## config.mk

```make
export PLATFORM = sky130hd
export DESIGN_NAME = smbus_tmo_monitor
export DESIGN_NICKNAME = d
export VERILOG_FILES = /design/src/rtl/smbus_tmo_pkg.sv /design/src/rtl/smbus_tmo_counter.sv /design/src/rtl/smbus_tmo_ctrl.sv /design/src/rtl/smbus_tmo_datapath.sv /design/src/rtl/smbus_tmo_monitor.sv
export SDC_FILE = /design/constraint.sdc
export NUM_CORES = 1
export LEC_CHECK = 0
export ABC_AREA = 1
export CAP_MARGIN = 40
export CELL_PAD_IN_SITES_DETAIL_PLACEMENT = 1
export CELL_PAD_IN_SITES_GLOBAL_PLACEMENT = 1
export CORE_ASPECT_RATIO = 1.2
export CORE_MARGIN = 5
export CORE_UTILIZATION = 41
export DETAILED_ROUTE_END_ITERATION = 6
export HOLD_SLACK_MARGIN = 0.03
export PLACE_DENSITY = 0.89
export SLEW_MARGIN = 20
export SYNTH_ARGS = -nofsm -noshare
export SYNTH_HDL_FRONTEND = slang
export SYNTH_HIERARCHICAL = 1
export SYNTH_SLANG_ARGS = --single-unit
export TNS_END_PERCENT = 30
```

## constraint.sdc

```tcl
create_clock -name clk -period 2.96 [get_ports clk]
set_clock_uncertainty 0.15 [all_clocks]
set_input_delay 0.296 -clock clk [delete_from_list [all_inputs] [get_ports clk]]
set_output_delay 0.296 -clock clk [all_outputs]
set_load 0.03 [all_outputs]
```

## src/rtl/smbus_tmo_pkg.sv

```systemverilog
package smbus_tmo_pkg;

  localparam int FLAG_N    = 5;
  localparam int FLAG_LOW  = 0;
  localparam int FLAG_IDLE = 1;
  localparam int FLAG_SDA  = 2;
  localparam int FLAG_MEXT = 3;
  localparam int FLAG_SEXT = 4;

  // strobes and levels handed from the bus control to the timing datapath
  typedef struct packed {
    logic startDet;
    logic stopDet;
    logic ackDet;
    logic segClr;
    logic sclLow;
    logic bothHigh;
    logic sdaLowSclHigh;
  } busEvt_t;

endpackage

```

## src/rtl/smbus_tmo_counter.sv

```systemverilog
module smbus_tmo_counter #(
  parameter int W = 16
) (
  input  logic         clk,
  input  logic         rstN,
  input  logic         clr,
  input  logic         inc,
  output logic [W-1:0] nxt
);
  localparam logic [W-1:0] CNT_MAX = '1;

  logic [W-1:0] cnt;

  always_comb begin
    if (clr)                        nxt = '0;
    else if (inc && cnt != CNT_MAX) nxt = cnt + 1'b1;
    else                            nxt = cnt;
  end

  always_ff @(posedge clk or negedge rstN) begin
    if (!rstN) cnt <= '0;
    else       cnt <= nxt;
  end
endmodule

```

## src/rtl/smbus_tmo_ctrl.sv

```systemverilog
module smbus_tmo_ctrl
  import smbus_tmo_pkg::*;
#(
  parameter int SYNC_STAGES = 2,
  parameter int SEG_BITS    = 9
) (
  input  logic    clk,
  input  logic    rstN,
  input  logic    sclIn,
  input  logic    sdaIn,
  output busEvt_t evt,
  output logic    busBusy
);
  localparam int BIT_W = $clog2(SEG_BITS + 1);
  localparam logic [BIT_W-1:0] LAST_BIT = BIT_W'(SEG_BITS - 1);

  logic [SYNC_STAGES-1:0] sclSync, sdaSync;
  logic sclNow, sdaNow, sclPrev, sdaPrev;
  logic sclRise;
  logic [BIT_W-1:0] bitCnt;

  always_ff @(posedge clk or negedge rstN) begin
    if (!rstN) begin
      sclSync <= '1;
      sdaSync <= '1;
      sclPrev <= 1'b1;
      sdaPrev <= 1'b1;
    end else begin
      sclSync <= {sclSync[SYNC_STAGES-2:0], sclIn};
      sdaSync <= {sdaSync[SYNC_STAGES-2:0], sdaIn};
      sclPrev <= sclNow;
      sdaPrev <= sdaNow;
    end
  end

  assign sclNow  = sclSync[SYNC_STAGES-1];
  assign sdaNow  = sdaSync[SYNC_STAGES-1];
  assign sclRise = sclNow & ~sclPrev;

  always_comb begin
    evt.startDet      = sclNow & sclPrev & sdaPrev & ~sdaNow;
    evt.stopDet       = sclNow & sclPrev & ~sdaPrev & sdaNow;
    evt.ackDet        = sclRise & (bitCnt == LAST_BIT) & busBusy;
    evt.segClr        = evt.startDet | evt.stopDet | evt.ackDet;
    evt.sclLow        = ~sclNow;
    evt.bothHigh      = sclNow & sdaNow;
    evt.sdaLowSclHigh = sclNow & ~sdaNow;
  end

  always_ff @(posedge clk or negedge rstN) begin
    if (!rstN) begin
      busBusy <= 1'b0;
      bitCnt  <= '0;
    end else begin
      if (evt.startDet)     busBusy <= 1'b1;
      else if (evt.stopDet) busBusy <= 1'b0;

      if (evt.startDet) bitCnt <= '0;
      else if (sclRise) bitCnt <= (bitCnt == LAST_BIT) ? '0 : bitCnt + 1'b1;
    end
  end
endmodule

```

## src/rtl/smbus_tmo_datapath.sv

```systemverilog
module smbus_tmo_datapath
  import smbus_tmo_pkg::*;
#(
  parameter int CNT_W = 16
) (
  input  logic              clk,
  input  logic              rstN,
  input  busEvt_t           evt,
  input  logic              masterMode,
  input  logic              masterStretch,
  input  logic              slaveStretch,
  input  logic [CNT_W-1:0]  lowLimit,
  input  logic [CNT_W-1:0]  highLimit,
  input  logic [CNT_W-1:0]  sdaLowLimit,
  input  logic [CNT_W-1:0]  mextLimit,
  input  logic [CNT_W-1:0]  sextLimit,
  input  logic [FLAG_N-1:0] flagClr,
  output logic [FLAG_N-1:0] flags,
  output logic              slaveReset
);
  localparam int CNT_N = 5;

  // counter slots: 0 clock low, 1 both high, 2 data low, 3 master ext, 4 slave ext
  logic [CNT_N-1:0] cClr, cInc;
  logic [CNT_W-1:0] cNxt [CNT_N];
  logic [FLAG_N-1:0] flagSet;
  logic mextHit;

  assign cClr = {evt.segClr, evt.segClr, ~evt.sdaLowSclHigh, ~evt.bothHigh, ~evt.sclLow};
  assign cInc = {evt.sclLow & slaveStretch, evt.sclLow & masterStretch,
                 evt.sdaLowSclHigh, evt.bothHigh, evt.sclLow};

  for (genvar g = 0; g < CNT_N; g++) begin : g_cnt
    smbus_tmo_counter #(.W(CNT_W)) u_cnt (
      .clk (clk),
      .rstN(rstN),
      .clr (cClr[g]),
      .inc (cInc[g]),
      .nxt (cNxt[g])
    );
  end

  assign mextHit = cNxt[3] > mextLimit;

  always_comb begin
    flagSet            = '0;
    flagSet[FLAG_LOW]  = (cNxt[0] > lowLimit) | mextHit;
    flagSet[FLAG_IDLE] = cNxt[1] >= highLimit;
    flagSet[FLAG_SDA]  = cNxt[2] > sdaLowLimit;
    flagSet[FLAG_MEXT] = mextHit;
    flagSet[FLAG_SEXT] = cNxt[4] > sextLimit;
  end

  always_ff @(posedge clk or negedge rstN) begin
    if (!rstN) begin
      flags      <= '0;
      slaveReset <= 1'b0;
    end else begin
      flags      <= (flags & ~flagClr) | flagSet;
      slaveReset <= ~masterMode & flagSet[FLAG_LOW] & ~flags[FLAG_LOW];
    end
  end
endmodule

```

## src/rtl/smbus_tmo_monitor.sv

```systemverilog
module smbus_tmo_monitor
  import smbus_tmo_pkg::*;
#(
  parameter int CNT_W       = 16,
  parameter int SYNC_STAGES = 2,
  parameter int SEG_BITS    = 9
) (
  input  logic              clk,
  input  logic              rstN,
  input  logic              sclIn,
  input  logic              sdaIn,
  input  logic              masterMode,
  input  logic              masterStretch,
  input  logic              slaveStretch,
  input  logic [CNT_W-1:0]  lowLimit,
  input  logic [CNT_W-1:0]  highLimit,
  input  logic [CNT_W-1:0]  sdaLowLimit,
  input  logic [CNT_W-1:0]  mextLimit,
  input  logic [CNT_W-1:0]  sextLimit,
  input  logic [FLAG_N-1:0] flagClr,
  input  logic [FLAG_N-1:0] irqEnable,
  output logic [FLAG_N-1:0] flags,
  output logic              irq,
  output logic              busBusy,
  output logic              busIdle,
  output logic              busHung,
  output logic              masterStopReq,
  output logic              slaveReset
);
  busEvt_t evt;

  smbus_tmo_ctrl #(.SYNC_STAGES(SYNC_STAGES), .SEG_BITS(SEG_BITS)) u_ctrl (
    .clk    (clk),
    .rstN   (rstN),
    .sclIn  (sclIn),
    .sdaIn  (sdaIn),
    .evt    (evt),
    .busBusy(busBusy)
  );

  smbus_tmo_datapath #(.CNT_W(CNT_W)) u_dp (
    .clk          (clk),
    .rstN         (rstN),
    .evt          (evt),
    .masterMode   (masterMode),
    .masterStretch(masterStretch),
    .slaveStretch (slaveStretch),
    .lowLimit     (lowLimit),
    .highLimit    (highLimit),
    .sdaLowLimit  (sdaLowLimit),
    .mextLimit    (mextLimit),
    .sextLimit    (sextLimit),
    .flagClr      (flagClr),
    .flags        (flags),
    .slaveReset   (slaveReset)
  );

  assign irq           = |(flags & irqEnable);
  assign busIdle       = ~busBusy | flags[FLAG_IDLE];
  assign busHung       = busBusy & flags[FLAG_IDLE];
  assign masterStopReq = masterMode & flags[FLAG_LOW];
endmodule

```

==> results.sh, run 1 <==
export IMPL_status="finished, final reports clean"
export IMPL_max_cap_violations=0
export IMPL_cts_buffer_depth=2
export IMPL_p_leak_nw=5.217
export IMPL_crit_required_ps=3040
export IMPL_clk_latency_ps=350
export IMPL_postRouteAntennaNets=0
export IMPL_synth_cells=1207
export IMPL_setup_tns_ps=0
export IMPL_die_area_um2=23440
export IMPL_power_density_nw_per_um2=333.9
export IMPL_num_antenna_cells=0
export IMPL_final_util_pct=50.81
export IMPL_fillerInstances=2610
export IMPL_critPathKind="reg -> reg"
export IMPL_min_period_ps=2812
export IMPL_syn_mean_instance_area_um2=6.952
export IMPL_hold_class="reg -> reg"
export IMPL_grt_usage_pct=19.96
export IMPL_cts_tree="done"
export IMPL_drive_above_1_share_pct=13.87
export IMPL_cp_slowest_cell="dfstp_2"
export IMPL_end_kind="register"
export IMPL_route_detailed_drc=0
export IMPL_post_place_ws_ps=-80.96
export IMPL_die_x_um=140.6
export IMPL_routed_wirelength_um=23830
export IMPL_fin_ws_ps=148.4
export IMPL_final_cell_mix="296 x nand2_1, 199 x inv_1, 153 x nor2_1"
export IMPL_maxSlewViolCount=0
export IMPL_multi_input_area_um2=5106
export IMPL_place_hpwl_um=18650
export IMPL_cp_max_fo=9
export IMPL_wl_per_cell_um=14.84
export IMPL_whs_ps=205.0
export IMPL_nNetsFinal=1520
export IMPL_cp_arrival_ps=2890
export IMPL_yosys_warnings=6
export IMPL_crit_chain="buf_4 -> nand2_1 -> nor3_2 -> nor2_1 -> nand2_2 -> inv_2 -> buf_6 -> nand2_1 -> nor2_1 -> ha_1 -> a21oi_1 -> o21ai_0 -> a21oi_1 -> nand2_1 -> nand2_2 -> o21ai_0"
export IMPL_cts_root_buf="clkbuf_16"
export IMPL_coreArea_um2=20180
export IMPL_h_tree_depth=3
export IMPL_hold_violations=0
export IMPL_cts_buffers=9
export IMPL_grt_pass1_vias=8728
export IMPL_ir_drop_mv=0.2875
export IMPL_clkTransAtPathRegs_ps=70
export IMPL_initial_core_util_pct=41.57
export IMPL_critPathTopFamily="simple AND/OR/NAND/NOR gates"
export IMPL_dr_pass1_iters=4
export IMPL_viasPerCell=5.077
export IMPL_worst_slew_pin_slew_ps=496.5
export IMPL_port_buffers=107
export IMPL_cts_sinks=97
export IMPL_die_h_um=166.7
export IMPL_area_growth_pct=22.22
export IMPL_vias=8154
export IMPL_min_period_over_period_pct=94.99
export IMPL_max_stage_delay_ps=530
export IMPL_gp_congestion=0.8690
export IMPL_cpMostUsedCell="nand2_1"
export IMPL_grt_remaining_overflow=0
export IMPL_cp_start_kind="register"
export IMPL_maxClockFrequency_mhz=355.7
export IMPL_grt_antenna_before_repair=0
export IMPL_rsz0062_at_grt="yes"
export IMPL_worst_path_buf_inv=3
export IMPL_regArea_um2=2435
export IMPL_drtIter0Drc=301
export IMPL_synth_nets=1391
export IMPL_layout_commonest_cell="nand2_1"
export IMPL_slew_headroom_pct=66.90
export IMPL_io_pins=108
export IMPL_grt_start_max_net_pins=64
export IMPL_setup_viol_count_final=0
export IMPL_syn_cell_area_um2=8391
export IMPL_rows=57
export IMPL_grt_pass1_wl_um=39310
[sequential cells by signal, summed over array words and instances (netlist names)]
| name | count |
|---|---|
| u_ctrl/sdaSync | 2 |
| u_ctrl/busBusy | 1 |
| u_dp/slaveReset | 1 |
| u_ctrl/bitCnt | 4 |
| u_ctrl/sclPrev | 1 |
| u_dp/g_cnt.u_cnt/cnt | 80 |
| u_ctrl/sclSync | 2 |
| u_dp/flags | 5 |
| u_ctrl/sdaPrev | 1 |
[worst paths after layout]
check                                   from                         end  slack (ps)  cells after the start
hold reg to reg            u_ctrl/sdaSync[0]           u_ctrl/sdaSync[1]         200                      0
hold / removal             u_ctrl/sdaSync[0]           u_ctrl/sdaSync[1]         200                      0
max in group asynchronous               rstN           u_ctrl/sclSync[0]        1560                      3
setup / recovery           u_ctrl/sclSync[1]               u_dp/flags[3]         150                     16
min in group asynchronous               rstN  u_dp/g_cnt[3].u_cnt/cnt[5]         320                      2
setup reg to reg           u_ctrl/sclSync[1]               u_dp/flags[3]         150                     16
[through the flow]
stage / std cells / total power [mW] / area, um^2
after floorplan: 1207 / 1.858 / 8391
after detailed placement: 1580 / 2.186 / 9786
after global placement: 1580 / 2.138 / 9786
after global routing: 1606 / 3.617 / 10250
final: 1606 / 3.424 / 10250
after CTS: 1597 / 3.457 / 10110
[per-layer routing]
layer	vias up	global-route usage [%]	part of all wire, %
met5	-	0	0
met4	0	6.448	2.0
met3	35	2.954	3.4
met2	135	38.08	54
met1	3914	22.44	41
li1	4070	-	-
[where the power goes]
group          internal, mW  switching, mW
Clock                 0.727          0.526
Sequential             1.39         0.0822
Combinational         0.313          0.383
Total                  2.43          0.991
[cell type report]
class / count / share of cell area (%)
Tap cell: 265 / 3.233
Multi-Input combinational cell: 885 / 49.79
Sequential cell: 97 / 23.74
Inverter: 215 / 7.931
Timing Repair Buffer: 128 / 12.26
Clock buffer: 14 / 2.672
Clock inverter: 2 / 0.3660
[repair_timing]
action                                 in CTS  in global routing
hold buffers                                1                  0
buffers inserted                            0                  4
resized for setup                           1                 20
setup endpoints to repair                   1                  6
cloned                                      0                  5
pin swaps                                   0                  8
endpoints found under the hold margin      34                  0
Note: power is estimated with default switching activity, not from simulation.
==> run 2, diff against run 1 <==
- CORE_UTILIZATION: 41 -> 40
- CTS_BUF_LIST: unset -> sky130_fd_sc_hd__clkbuf_16
- PLACE_DENSITY: 0.89 -> 0.88
- SLEW_MARGIN: 20 -> unset
- SYNTH_HIERARCHICAL: 1 -> unset
==> run 2 against run 1 <==
  * Non-clock buffer count rose by 15
  * Synthesized area fell by 8.3%
  * Via count fell by 5.9%
==> results.sh, run 2 <==
export IMPL_status="finished, final reports clean"
export IMPL_setup_viol_count_final=0
export IMPL_initial_core_util_pct=40.66
export IMPL_design_area_um2=9823
export IMPL_hold_violations=0
export IMPL_power_density_nw_per_um2=345.4
export IMPL_min_period_over_period_pct=97.12
export IMPL_place_hpwl_um=18100
export IMPL_grt_pass1_vias=8031
export IMPL_postRouteAntennaNets=0
export IMPL_synth_edf_count=0
export IMPL_gp_congestion=0.8756
export IMPL_crit_required_ps=3050
export IMPL_nNetsFinal=1411
export IMPL_grt_antenna_before_repair=0
export IMPL_synth_cell_type_count=43
export IMPL_area_growth_pct=27.66
export IMPL_synth_nets=1268
export IMPL_syn_cell_area_um2=7695
export IMPL_yosysMostFrequentCell="nand2_1"
export IMPL_min_period_ps=2875
export IMPL_ys_top_cells_by_count="278 x nand2_1, 183 x inv_1, 95 x a21oi_1, 91 x dfrtp_1, 89 x nor2_1"
export IMPL_h_tree_depth=3
export IMPL_grt_start_max_net_pins=49
export IMPL_wl_per_cell_um=15.72
export IMPL_cp_start_kind="register"
export IMPL_ir_drop_mv=0.2653
export IMPL_port_buffers=107
export IMPL_drive_above_1_share_pct=11.12
export IMPL_viasPerCell=5.159
export IMPL_syn_mean_instance_area_um2=7.099
export IMPL_post_synth_top_area_cell="dfrtp_1"
export IMPL_cts_buffer_depth=2
export IMPL_coreArea_um2=18920
export IMPL_drtIter0Drc=308
export IMPL_max_cap_violations=0
export IMPL_p_leak_nw=4.753
export IMPL_slew_headroom_pct=56.38
export IMPL_layout_commonest_cell="nand2_1"
export IMPL_yosys_warnings=0
export IMPL_cts_buffers=9
export IMPL_end_kind="register"
export IMPL_cts_sinks=97
export IMPL_ys_async_sr_fraction_pct=100.0
export IMPL_hold_class="in -> reg"
export IMPL_fin_ws_ps=85.23
export IMPL_yosys_top_cells_area="dfrtp_1 30%, ha_1 14%, nand2_1 14%"
export IMPL_grt_remaining_overflow=0
export IMPL_top_regs="u_dp.g_cnt.u_cnt.cnt x80, u_dp.flags x5, u_ctrl.bitCnt x4"
export IMPL_clk_latency_ps=360
export IMPL_rows=55
export IMPL_yosysTopAreaCellShare_pct=29.59
export IMPL_fillerInstances=2409
export IMPL_post_place_ws_ps=-95.17
export IMPL_critPathKind="reg -> reg"
export IMPL_rsz0062_at_grt="yes"
export IMPL_seq_area_frac_synth_pct=31.64
export IMPL_cp_max_fo=9
export IMPL_final_cell_mix="276 x nand2_1, 183 x inv_1, 106 x clkdlybuf4s50_1"
export IMPL_vias=7676
export IMPL_io_pins=108
export IMPL_maxClockFrequency_mhz=347.9
export IMPL_routed_wirelength_um=23390
export IMPL_maxSlewViolCount=0
export IMPL_route_detailed_drc=0
export IMPL_largest_reg_flops=80
export IMPL_cp_arrival_ps=2970
export IMPL_cts_tree="done"
export IMPL_grt_usage_pct=20.36
export IMPL_worst_slew_pin_slew_ps=654.4
export IMPL_largest_register="u_dp.g_cnt.u_cnt.cnt"
export IMPL_synth_seq_cells=97
export IMPL_cts_root_buf="clkbuf_16"
export IMPL_num_antenna_cells=0
export IMPL_placed_cell_area_um2=9178
export IMPL_die_x_um=136.6
export IMPL_die_h_um=161.9
export IMPL_die_area_um2=22120
export IMPL_clkTransAtPathRegs_ps=80
export IMPL_dr_pass1_iters=4
export IMPL_grt_pass1_wl_um=36770
export IMPL_synth_cells=1084
export IMPL_ys_flop_type="dfrtp_1"
-- run 2: cells by family (layout without fill, tap and decap cells) --
kind of cell             Yosys count  count (layout)  share of synthesized area (%)
flip-flops                        97              97                          31.64
buffers and inverters            203             351                          10.16
adder cells (fa/ha/maj)           87              87                          14.15
AO/OA/AOI/OAI                    147             147                          10.21
XOR/XNOR                          29              29                          3.301
AND/OR/NAND/NOR                  521             521                          30.54
-- run 2: path summary, 6_finish.rpt --
| check | startpoint | end | slack, ps | depth (start not counted) |
|---|---|---|---|---|
| max | u_dp.g_cnt[4].u_cnt.cnt[1] | u_dp.flags[4] | 90 | 15 |
| min | sdaIn | u_ctrl.sdaSync[0] | 200 | 1 |
| max reg2reg | u_dp.g_cnt[4].u_cnt.cnt[1] | u_dp.flags[4] | 90 | 15 |
| min reg2reg | u_ctrl.sclSync[0] | u_ctrl.sclSync[1] | 220 | 0 |
| max in group asynchronous | rstN | u_dp.g_cnt[2].u_cnt.cnt[1] | 1620 | 3 |
| min in group asynchronous | rstN | u_dp.g_cnt[2].u_cnt.cnt[11] | 360 | 2 |
-- run 2: repair_timing --
| item | 4_1_cts | 5_1_grt |
|---|---|---|
| endpoints found under the hold margin | 40 | 0 |
| endpoints found under the setup margin | 2 | 6 |
| buffers inserted | 3 | 13 |
| hold buffers | 1 | 0 |
| pin swaps | 3 | 13 |
| resized for setup | 6 | 51 |
-- run 2: layout make-up --
cell class                 instances  area [um^2]  area share (%)
clock inverter                     7        81.33          0.8279
tap                              256        320.3           3.261
sequential                        97         2437           24.81
clock buffer                       9        225.2           2.293
inverter                         192        730.7           7.439
timing repair buffer             143         1359           13.83
multi-input combinational        784         4669           47.54
-- run 2: power by group --
group          internal [mW]  switching [mW]
combinational          0.320           0.351
sequential              1.39          0.0763
clock                  0.672           0.584
total                   2.38            1.01
-- run 2: routing by layer --
metal	vias up	track usage, %	part of all wire, %
met4	0	5.958	1.8
met5	-	0	0
met2	135	38.41	54
li1	3781	-	-
met1	3733	23.55	40
met3	27	2.819	4.2
-- run 2: stage by stage --
stage	instances	TNS, ps	hold slack [ps]	utilization (%)	power (mW)
2_1_floorplan	1084	0	-149.6	-	1.807
3_3_place_gp	1455	0	208.8	48.50	2.083
3_5_place_dp	1455	-182.4	209.5	48.50	2.112
4_1_cts	1475	0	189.0	50.40	3.382
5_1_grt	1488	-357.0	200.5	51.91	3.585
6_report	1488	0	202.5	51.91	3.393
-- run 2: critical path, stage by stage (launching register included) --
cell	delay, ps
dfrtp_1	420
ha_4	180
nand3_2	150
nor3_4	260
nand3_2	120
nand2_4	140
buf_6	150
nand2_1	50
a21oi_1	200
ha_1	300
a21oi_1	160
o21ai_0	110
nor2_1	150
nand2_1	70
nand2_1	50
o21ai_0	80
